`config.mk`:
```
export PLATFORM = sky130hd
export DESIGN_NAME = pgattr_drive
export DESIGN_NICKNAME = d
export VERILOG_FILES = /design/src/rtl/pgattr_pkg.sv /design/src/rtl/pgattr_qualify.sv /design/src/rtl/pgattr_boff.sv /design/src/rtl/pgattr_track.sv /design/src/rtl/pgattr_drive.sv
export SDC_FILE = /design/constraint.sdc
export NUM_CORES = 1
export LEC_CHECK = 0
export ABC_AREA = 1
export ABC_CLOCK_PERIOD_IN_PS = 2100
export BUFFER_PORTS_ARGS = -buffer_cell sky130_fd_sc_hd__buf_2
export CAP_MARGIN = 20
export CELL_PAD_IN_SITES_DETAIL_PLACEMENT = 2
export CELL_PAD_IN_SITES_GLOBAL_PLACEMENT = 2
export CORE_MARGIN = 4
export CORE_UTILIZATION = 25
export DETAILED_ROUTE_END_ITERATION = 16
export PLACE_DENSITY_LB_ADDON = 0.1
export SYNTH_ARGS = -nofsm -noshare
export SYNTH_HDL_FRONTEND = slang
export SYNTH_HIERARCHICAL = 1
export SYNTH_SLANG_ARGS = --single-unit
```
`constraint.sdc`:
```
create_clock -name clk -period 2.1 [get_ports clk]
set_input_delay 0.21 -clock clk [delete_from_list [all_inputs] [get_ports clk]]
set_output_delay 0.21 -clock clk [all_outputs]
set_load 0.02 [all_outputs]
```
`src/rtl/pgattr_pkg.sv`:
```
package pgattr_pkg;
   localparam int TYPE_W   = 3;
   localparam int PSTATE_W = 3;

   typedef enum logic [TYPE_W-1:0] {
      CT_MEM_RD  = 3'd0,
      CT_MEM_WR  = 3'd1,
      CT_WRBACK  = 3'd2,
      CT_LOCKED  = 3'd3,
      CT_SPECIAL = 3'd4,
      CT_INTACK  = 3'd5
   } cyc_type_e;

   typedef enum logic [PSTATE_W-1:0] {
      PS_NORMAL   = 3'd0,
      PS_HALT     = 3'd1,
      PS_SHUTDOWN = 3'd2,
      PS_STOPGNT  = 3'd3,
      PS_STOPCLK  = 3'd4
   } pwr_state_e;
endpackage

```
`src/rtl/pgattr_qualify.sv`:
```
module pgattr_qualify
   import pgattr_pkg::*;
#(
   parameter bit LOWPWR_SNOOP_WB = 1'b1
) (
   input  logic [TYPE_W-1:0]   type_i,
   input  logic [PSTATE_W-1:0] pstate_i,
   input  logic                snoop_i,
   output logic                ok_o
);
   logic drv_type;
   logic low_pwr;
   logic lp_pass;

   assign drv_type = (type_i == CT_MEM_RD) || (type_i == CT_MEM_WR) ||
                     (type_i == CT_WRBACK) || (type_i == CT_LOCKED);
   assign low_pwr  = (pstate_i == PS_HALT) || (pstate_i == PS_SHUTDOWN) ||
                     (pstate_i == PS_STOPGNT);

   generate
      if (LOWPWR_SNOOP_WB) begin : g_lp_snoop
         assign lp_pass = low_pwr && (type_i == CT_WRBACK) && snoop_i;
      end else begin : g_lp_none
         assign lp_pass = 1'b0;
      end
   endgenerate

   assign ok_o = drv_type && ((pstate_i == PS_NORMAL) || lp_pass);
endmodule

```
`src/rtl/pgattr_boff.sv`:
```
module pgattr_boff #(
   parameter int FLOAT_DLY = 1
) (
   input  logic clk,
   input  logic rst,
   input  logic backoff_i,
   output logic block_o,
   output logic float_o
);
   generate
      if (FLOAT_DLY != 0 && FLOAT_DLY != 1) begin : g_bad_dly
         $error("pgattr_boff: FLOAT_DLY must be 0 or 1");
      end
      if (FLOAT_DLY == 1) begin : g_dly
         logic boff_q;
         always_ff @(posedge clk or posedge rst) begin
            if (rst) boff_q <= 1'b0;
            else     boff_q <= backoff_i;
         end
         assign float_o = boff_q;
         assign block_o = backoff_i | boff_q;
      end else begin : g_now
         assign float_o = backoff_i;
         assign block_o = backoff_i;
      end
   endgenerate
endmodule

```
`src/rtl/pgattr_track.sv`:
```
module pgattr_track #(
   parameter int BURST_BEATS  = 4,
   parameter int SINGLE_BEATS = 1
) (
   input  logic clk,
   input  logic rst,
   input  logic start_i,
   input  logic burst_i,
   input  logic wt_i,
   input  logic rdy_i,
   input  logic kill_i,
   output logic active_o,
   output logic wt_o
);
   localparam int CNT_W = $clog2(BURST_BEATS + 1);

   generate
      if (SINGLE_BEATS < 1 || BURST_BEATS < SINGLE_BEATS) begin : g_bad_beats
         $error("pgattr_track: need 1 <= SINGLE_BEATS <= BURST_BEATS");
      end
   endgenerate

   logic [CNT_W-1:0] left_q;
   logic             active_q;
   logic             wt_q;

   always_ff @(posedge clk or posedge rst) begin
      if (rst) begin
         active_q <= 1'b0;
         left_q   <= '0;
         wt_q     <= 1'b0;
      end else if (kill_i) begin
         active_q <= 1'b0;
         left_q   <= '0;
      end else if (start_i) begin
         active_q <= 1'b1;
         left_q   <= burst_i ? CNT_W'(BURST_BEATS) : CNT_W'(SINGLE_BEATS);
         wt_q     <= wt_i;
      end else if (active_q && rdy_i) begin
         left_q <= left_q - 1'b1;
         if (left_q == CNT_W'(1)) active_q <= 1'b0;
      end
   end

   assign active_o = active_q;
   assign wt_o     = wt_q;


   beats_live_chk: assert property (@(posedge clk) disable iff (rst)
      active_q |-> (left_q != '0 && left_q <= CNT_W'(BURST_BEATS)));

   no_restart_chk: assert property (@(posedge clk) disable iff (rst)
      (active_q && !rdy_i && !kill_i) |=> (active_q && $stable(left_q) && $stable(wt_q)));
endmodule

```
`src/rtl/pgattr_drive.sv`:
```
module pgattr_drive
   import pgattr_pkg::*;
#(
   parameter int BURST_BEATS     = 4,
   parameter int SINGLE_BEATS    = 1,
   parameter int BOFF_FLOAT_DLY  = 1,
   parameter bit LOWPWR_SNOOP_WB = 1'b1
) (
   input  logic                clk,
   input  logic                rst,
   input  logic                init_i,
   input  logic                strobe_i,
   input  logic                rdy_i,
   input  logic                ahold_i,
   input  logic                backoff_i,
   input  logic                hlda_i,
   input  logic [PSTATE_W-1:0] pstate_i,
   input  logic [TYPE_W-1:0]   req_type_i,
   input  logic                req_wt_i,
   input  logic                req_burst_i,
   input  logic                req_snoop_i,
   output logic                attr_o,
   output logic                attr_oe_o
);
   logic type_ok;
   logic boff_block;
   logic boff_float;
   logic active;
   logic wt_held;
   logic stop_clk;
   logic hard_off;
   logic start;
   logic kill;

   pgattr_qualify #(.LOWPWR_SNOOP_WB(LOWPWR_SNOOP_WB)) u_qual (
      .type_i   (req_type_i),
      .pstate_i (pstate_i),
      .snoop_i  (req_snoop_i),
      .ok_o     (type_ok)
   );

   pgattr_boff #(.FLOAT_DLY(BOFF_FLOAT_DLY)) u_boff (
      .clk       (clk),
      .rst       (rst),
      .backoff_i (backoff_i),
      .block_o   (boff_block),
      .float_o   (boff_float)
   );

   assign stop_clk = (pstate_i == PS_STOPCLK);
   assign hard_off = rst | init_i | hlda_i | stop_clk;
   assign start    = strobe_i & ~active & type_ok & ~ahold_i & ~boff_block & ~hard_off;
   assign kill     = hard_off | backoff_i;

   pgattr_track #(.BURST_BEATS(BURST_BEATS), .SINGLE_BEATS(SINGLE_BEATS)) u_trk (
      .clk      (clk),
      .rst      (rst),
      .start_i  (start),
      .burst_i  (req_burst_i),
      .wt_i     (req_wt_i),
      .rdy_i    (rdy_i),
      .kill_i   (kill),
      .active_o (active),
      .wt_o     (wt_held)
   );

   assign attr_oe_o = (start | active) & ~hard_off & ~boff_float;
   assign attr_o    = attr_oe_o & (start ? req_wt_i : wt_held);


   hold_float_chk: assert property (@(posedge clk) disable iff (rst)
      hlda_i |-> !attr_oe_o);

   init_float_chk: assert property (@(posedge clk) disable iff (rst)
      init_i |-> !attr_oe_o);

   boff_late_float_chk: assert property (@(posedge clk) disable iff (rst)
      ($past(backoff_i) && !$past(rst)) |-> !attr_oe_o);

   stopclk_dark_chk: assert property (@(posedge clk) disable iff (rst)
      (pstate_i == PS_STOPCLK) |-> !attr_oe_o);

   special_dark_chk: assert property (@(posedge clk) disable iff (rst)
      (strobe_i && !active && req_type_i >= CT_SPECIAL) |-> !attr_oe_o);

   ahold_no_start_chk: assert property (@(posedge clk) disable iff (rst)
      (strobe_i && ahold_i && !active) |-> !attr_oe_o);

   value_steady_chk: assert property (@(posedge clk) disable iff (rst)
      (attr_oe_o && active && $past(attr_oe_o) && $past(active)) |-> $stable(attr_o));
endmodule

```
==> summary by stage <==
Status
The run finished with clean final reports.

Synthesis
The number of warnings printed during yosys synthesis is 6. The share of the Yosys chip area taken by registers is between 20% and 30%. The mapped netlist covers between 500 and 600 um^2. The post-synthesis sequential element count is 6.

After synthesis, the mean cell area works out to between 6 and 7 um^2. The synthesized netlist cell count is 81. Counting distinct cell types in the post-synthesis netlist gives 17. The post-synth net total is 100.

Clock tree
The later pin in the worst-skew pair is clocked with a latency of between 0.2 and 0.25 ns. TritonCTS built the clock tree. The root buffer selected by CTS is sky130_fd_sc_hd__clkbuf_4. The clock net in this run drives a total of 6 sinks. The post-CTS clock slew at the launch and capture registers of the worst setup and hold paths is about 0.050 ns. Counting the buffers created by CTS gives 3. CTS built an H-tree with a depth of 1. The maximum buffer depth of the clock tree is 2.

Drt
The number of detailed-routing iterations run before antenna repair is 2. In this run the remaining antenna-violating nets after routing total 0. Dividing the detail-routed via count by the number of cells gives approximately 4. The total wire length is between 1000 and 1500 um. Dividing the detail-routed wire length by the instance count gives roughly 11 um. The initial DRC count is 1. In the routed design, unresolved DRC markers number 0.

The final route contains 526 vias.

STA
Setup repair after global routing left no endpoint under its margin. The relative slew slack is approximately four fifths. Clock skew on the completed layout was measured at ~0.0040 ns. In the finished design, the share of the clock period the worst path needs comes to between 80% and 90%. The number of pins with negative max-slew slack in the final report is 0. The slew at the pin closest to its max-slew limit is 0.2692 ns. The smallest clock period supported by the final layout is computed as 1.881 ns. The final setup violation count is 0. Adding up every negative setup slack in the final design gives 0 ns. The final critical-path setup slack is 0.2191 ns. The hold violation total from the final report is 0. Static timing analysis puts the maximum clock frequency at roughly 530 MHz.

Placed design
The worst setup timing slack at the placement stage is between 0.5 and 0.6 ns. Detailed placement ended at an HPWL of between 1000 and 1500 um. The final weighted congestion of routability-driven global placement is approximately 0.76. The number of buffers added on ports is 18.

Worst setup path
The worst-path maximum fanout is 3. The data required time of the critical path is 1.89 ns. STA classifies the critical path startpoint as a primary input.

The critical path in this run is classified as in2out. The sort of element at the end of the critical path is an output pin. The worst endpoint data arrival time is around 1.7 ns.

Floorplanning
From left edge to right edge, the die measures 53.30 um. For this configuration, the core starts out at a cell density of a little over a quarter. The die covers between 2000 and 3000 um^2. The standard-cell row count is 16. The region available for standard cell placement spans 1962 um^2. During I/O placement, the number of pins put on the boundary was 19. The die is 53.30 um tall.

GRT
The pin count of the biggest net entering global routing is 7. The via count of the first global-routing pass is 580. The initial antenna violation count is 0. The first global-routing pass estimated approximately 2500 um of wire. The total overflow left after global routing is 0. Global routing consumed, over all layers together, about an eighth of the routing resources.

Pwr
The share of power burned in combinational logic is 16.7%. Net switching is about 25% of the power. For this design the total switching power over the nets is between 0.06 and 0.07 mW.

Per report_power, the sequential group accounts for 44.4% of the total. IR analysis of the VDD net gives a maximum drop of around 0.0003 V. The share of total power dissipated in the clock network is between 30 and 40%.

In this run the static leakage power is between 0.4 and 0.5 nW. In this run the power density over the cells is between 400 and 500 nW/um^2. The cell internal power dissipation is ~0.20 mW.

Final layout
The number of nets at the end of the flow is approximately 120. The relative area change from synthesis to final layout is 30.49%. The diode insertion count for antenna repair is 0. The top cell types in the final layout, fill and taps aside, are 23 x sky130_fd_sc_hd__nand2_1, 22 x sky130_fd_sc_hd__inv_1, 18 x sky130_fd_sc_hd__buf_2. The layout cell share with drive strength beyond 1 is around a third. The leading cell type in the layout, fill and taps excluded is sky130_fd_sc_hd__nand2_1.

Flow run
The number of maximum-capacitance constraint violations is 0.

Hold path
In this run the worst hold path is classified as in2reg.
-- cell families (layout without fill, tap and decap cells) --
kind of cell	count (synthesis)	after routing	share of synthesized area [%]
simple gates	45	45	42.68
buf+inv	24	46	17.56
flops	6	6	29.27
compound gates	4	4	5.610
fa+ha+maj	2	2	4.877
-- cell type report --
type                            instances  area [um^2]
Multi-Input combinational cell         51        272.8
Fill cell                             272         1292
Inverter                               24        90.09
Timing Repair Buffer                   19        100.1
Clock buffer                            3        22.52
Tap cell                               27        33.78
Sequential cell                         6        150.1
-- routing by layer --
| metal | part of all wire, % | up-vias | routed length, um | global-route usage (%) |
|---|---|---|---|---|
| met5 | 0 | - | 0 | 0 |
| met4 | 0 | 0 | 0 | 5.106 |
| met3 | 4.3 | 0 | 61 | 0.8451 |
| met2 | 47 | 12 | 664 | 21.22 |
| met1 | 49 | 237 | 701 | 15.35 |
| li1 | - | 277 | - | - |
-- worst max-delay path, stage by stage --
cell	delay [ns]
sky130_fd_sc_hd__dlygate4sd3_1	0.53
sky130_fd_sc_hd__buf_2	0.13
sky130_fd_sc_hd__nor2_1	0.09
sky130_fd_sc_hd__nand2_1	0.09
sky130_fd_sc_hd__nor2_2	0.15
sky130_fd_sc_hd__nand2_2	0.08
sky130_fd_sc_hd__nand2_1	0.06
sky130_fd_sc_hd__nand2_1	0.06
sky130_fd_sc_hd__nor2_1	0.09
sky130_fd_sc_hd__buf_2	0.17
-- synth_stat cells --
| cell type | number | area, um^2 |
|---|---|---|
| sky130_fd_sc_hd__nand3_4 | 1 | 17.52 |
| sky130_fd_sc_hd__or2_0 | 1 | 6.260 |
| sky130_fd_sc_hd__nor2_1 | 6 | 22.52 |
| sky130_fd_sc_hd__nand2_2 | 4 | 25.02 |
| sky130_fd_sc_hd__o22ai_1 | 1 | 6.260 |
| sky130_fd_sc_hd__nand3_1 | 5 | 25.02 |
| sky130_fd_sc_hd__nor2_4 | 1 | 11.26 |
| sky130_fd_sc_hd__clkinv_1 | 1 | 3.750 |
| sky130_fd_sc_hd__inv_2 | 1 | 3.750 |
| sky130_fd_sc_hd__inv_1 | 22 | 82.58 |
| sky130_fd_sc_hd__o21ai_0 | 1 | 5.000 |
| sky130_fd_sc_hd__o21ai_2 | 1 | 8.760 |
| sky130_fd_sc_hd__nand2_1 | 23 | 86.33 |
| sky130_fd_sc_hd__nor2_2 | 4 | 25.02 |
| sky130_fd_sc_hd__a21oi_2 | 1 | 8.760 |
| sky130_fd_sc_hd__dfrtp_1 | 6 | 150.1 |
| sky130_fd_sc_hd__ha_1 | 2 | 25.02 |
-- what timing repair did --
item	in CTS	in global routing
setup buffers	0	0
hold endpoints to repair	6	0
hold buffers	1	0
setup endpoints to repair	0	0
gates resized for setup	0	0
-- final timing paths --
check,startpoint,to,slack [ns],cells after the start
worst min-delay path,backoff_i,u_boff/float_o$_DFF_PP0_,0.11,1
worst max-delay path,rst,attr_o,0.22,10
min in group asynchronous,rst,u_boff/float_o$_DFF_PP0_,0.37,3
worst max register to register,u_boff/float_o$_DFF_PP0_,u_trk/left_q[0]$_DFFE_PP0P_,0.62,12
max in group asynchronous,rst,u_trk/left_q[2]$_DFFE_PP0P_,1.48,3
worst min register to register,u_trk/wt_o$_DFFE_PP0P_,u_trk/wt_o$_DFFE_PP0P_,0.48,2
-- through the flow --
step / instances / total power, mW / instance area [um^2] / hold slack, ns / util, %
6_report: 130 / 0.2690 / 669.4 / 0.1098 / 34.12
4_1_cts: 130 / 0.2772 / 669.4 / 0.09964 / 34.12
3_5_place_dp: 126 / 0.1657 / 636.9 / 0.07064 / 32.46
3_3_place_gp: 126 / 0.1638 / 636.9 / 0.06610 / 32.46
2_1_floorplan: 81 / 0.1427 / 513.0 / -0.06129 / -
5_1_grt: 130 / 0.2905 / 669.4 / 0.09935 / 34.12
-- state kept, by name, indices dropped and copies added, names as in the netlist --
name and cells:
u_trk/active_o 1, u_trk/wt_o 1, u_boff/float_o 1, u_trk/left_q 3
-- power by group through the flow --
| stage | logic (mW) | registers (mW) | clock network (mW) |
|---|---|---|---|
| after global placement | 0.0426 | 0.121 | 0 |
| final | 0.0450 | 0.120 | 0.105 |
| after floorplan | 0.0219 | 0.121 | 0 |
| after CTS | 0.0461 | 0.119 | 0.112 |
| after detailed placement | 0.0444 | 0.121 | 0 |
| after global routing | 0.0519 | 0.119 | 0.119 |
Power figures use the tool's default switching activity.
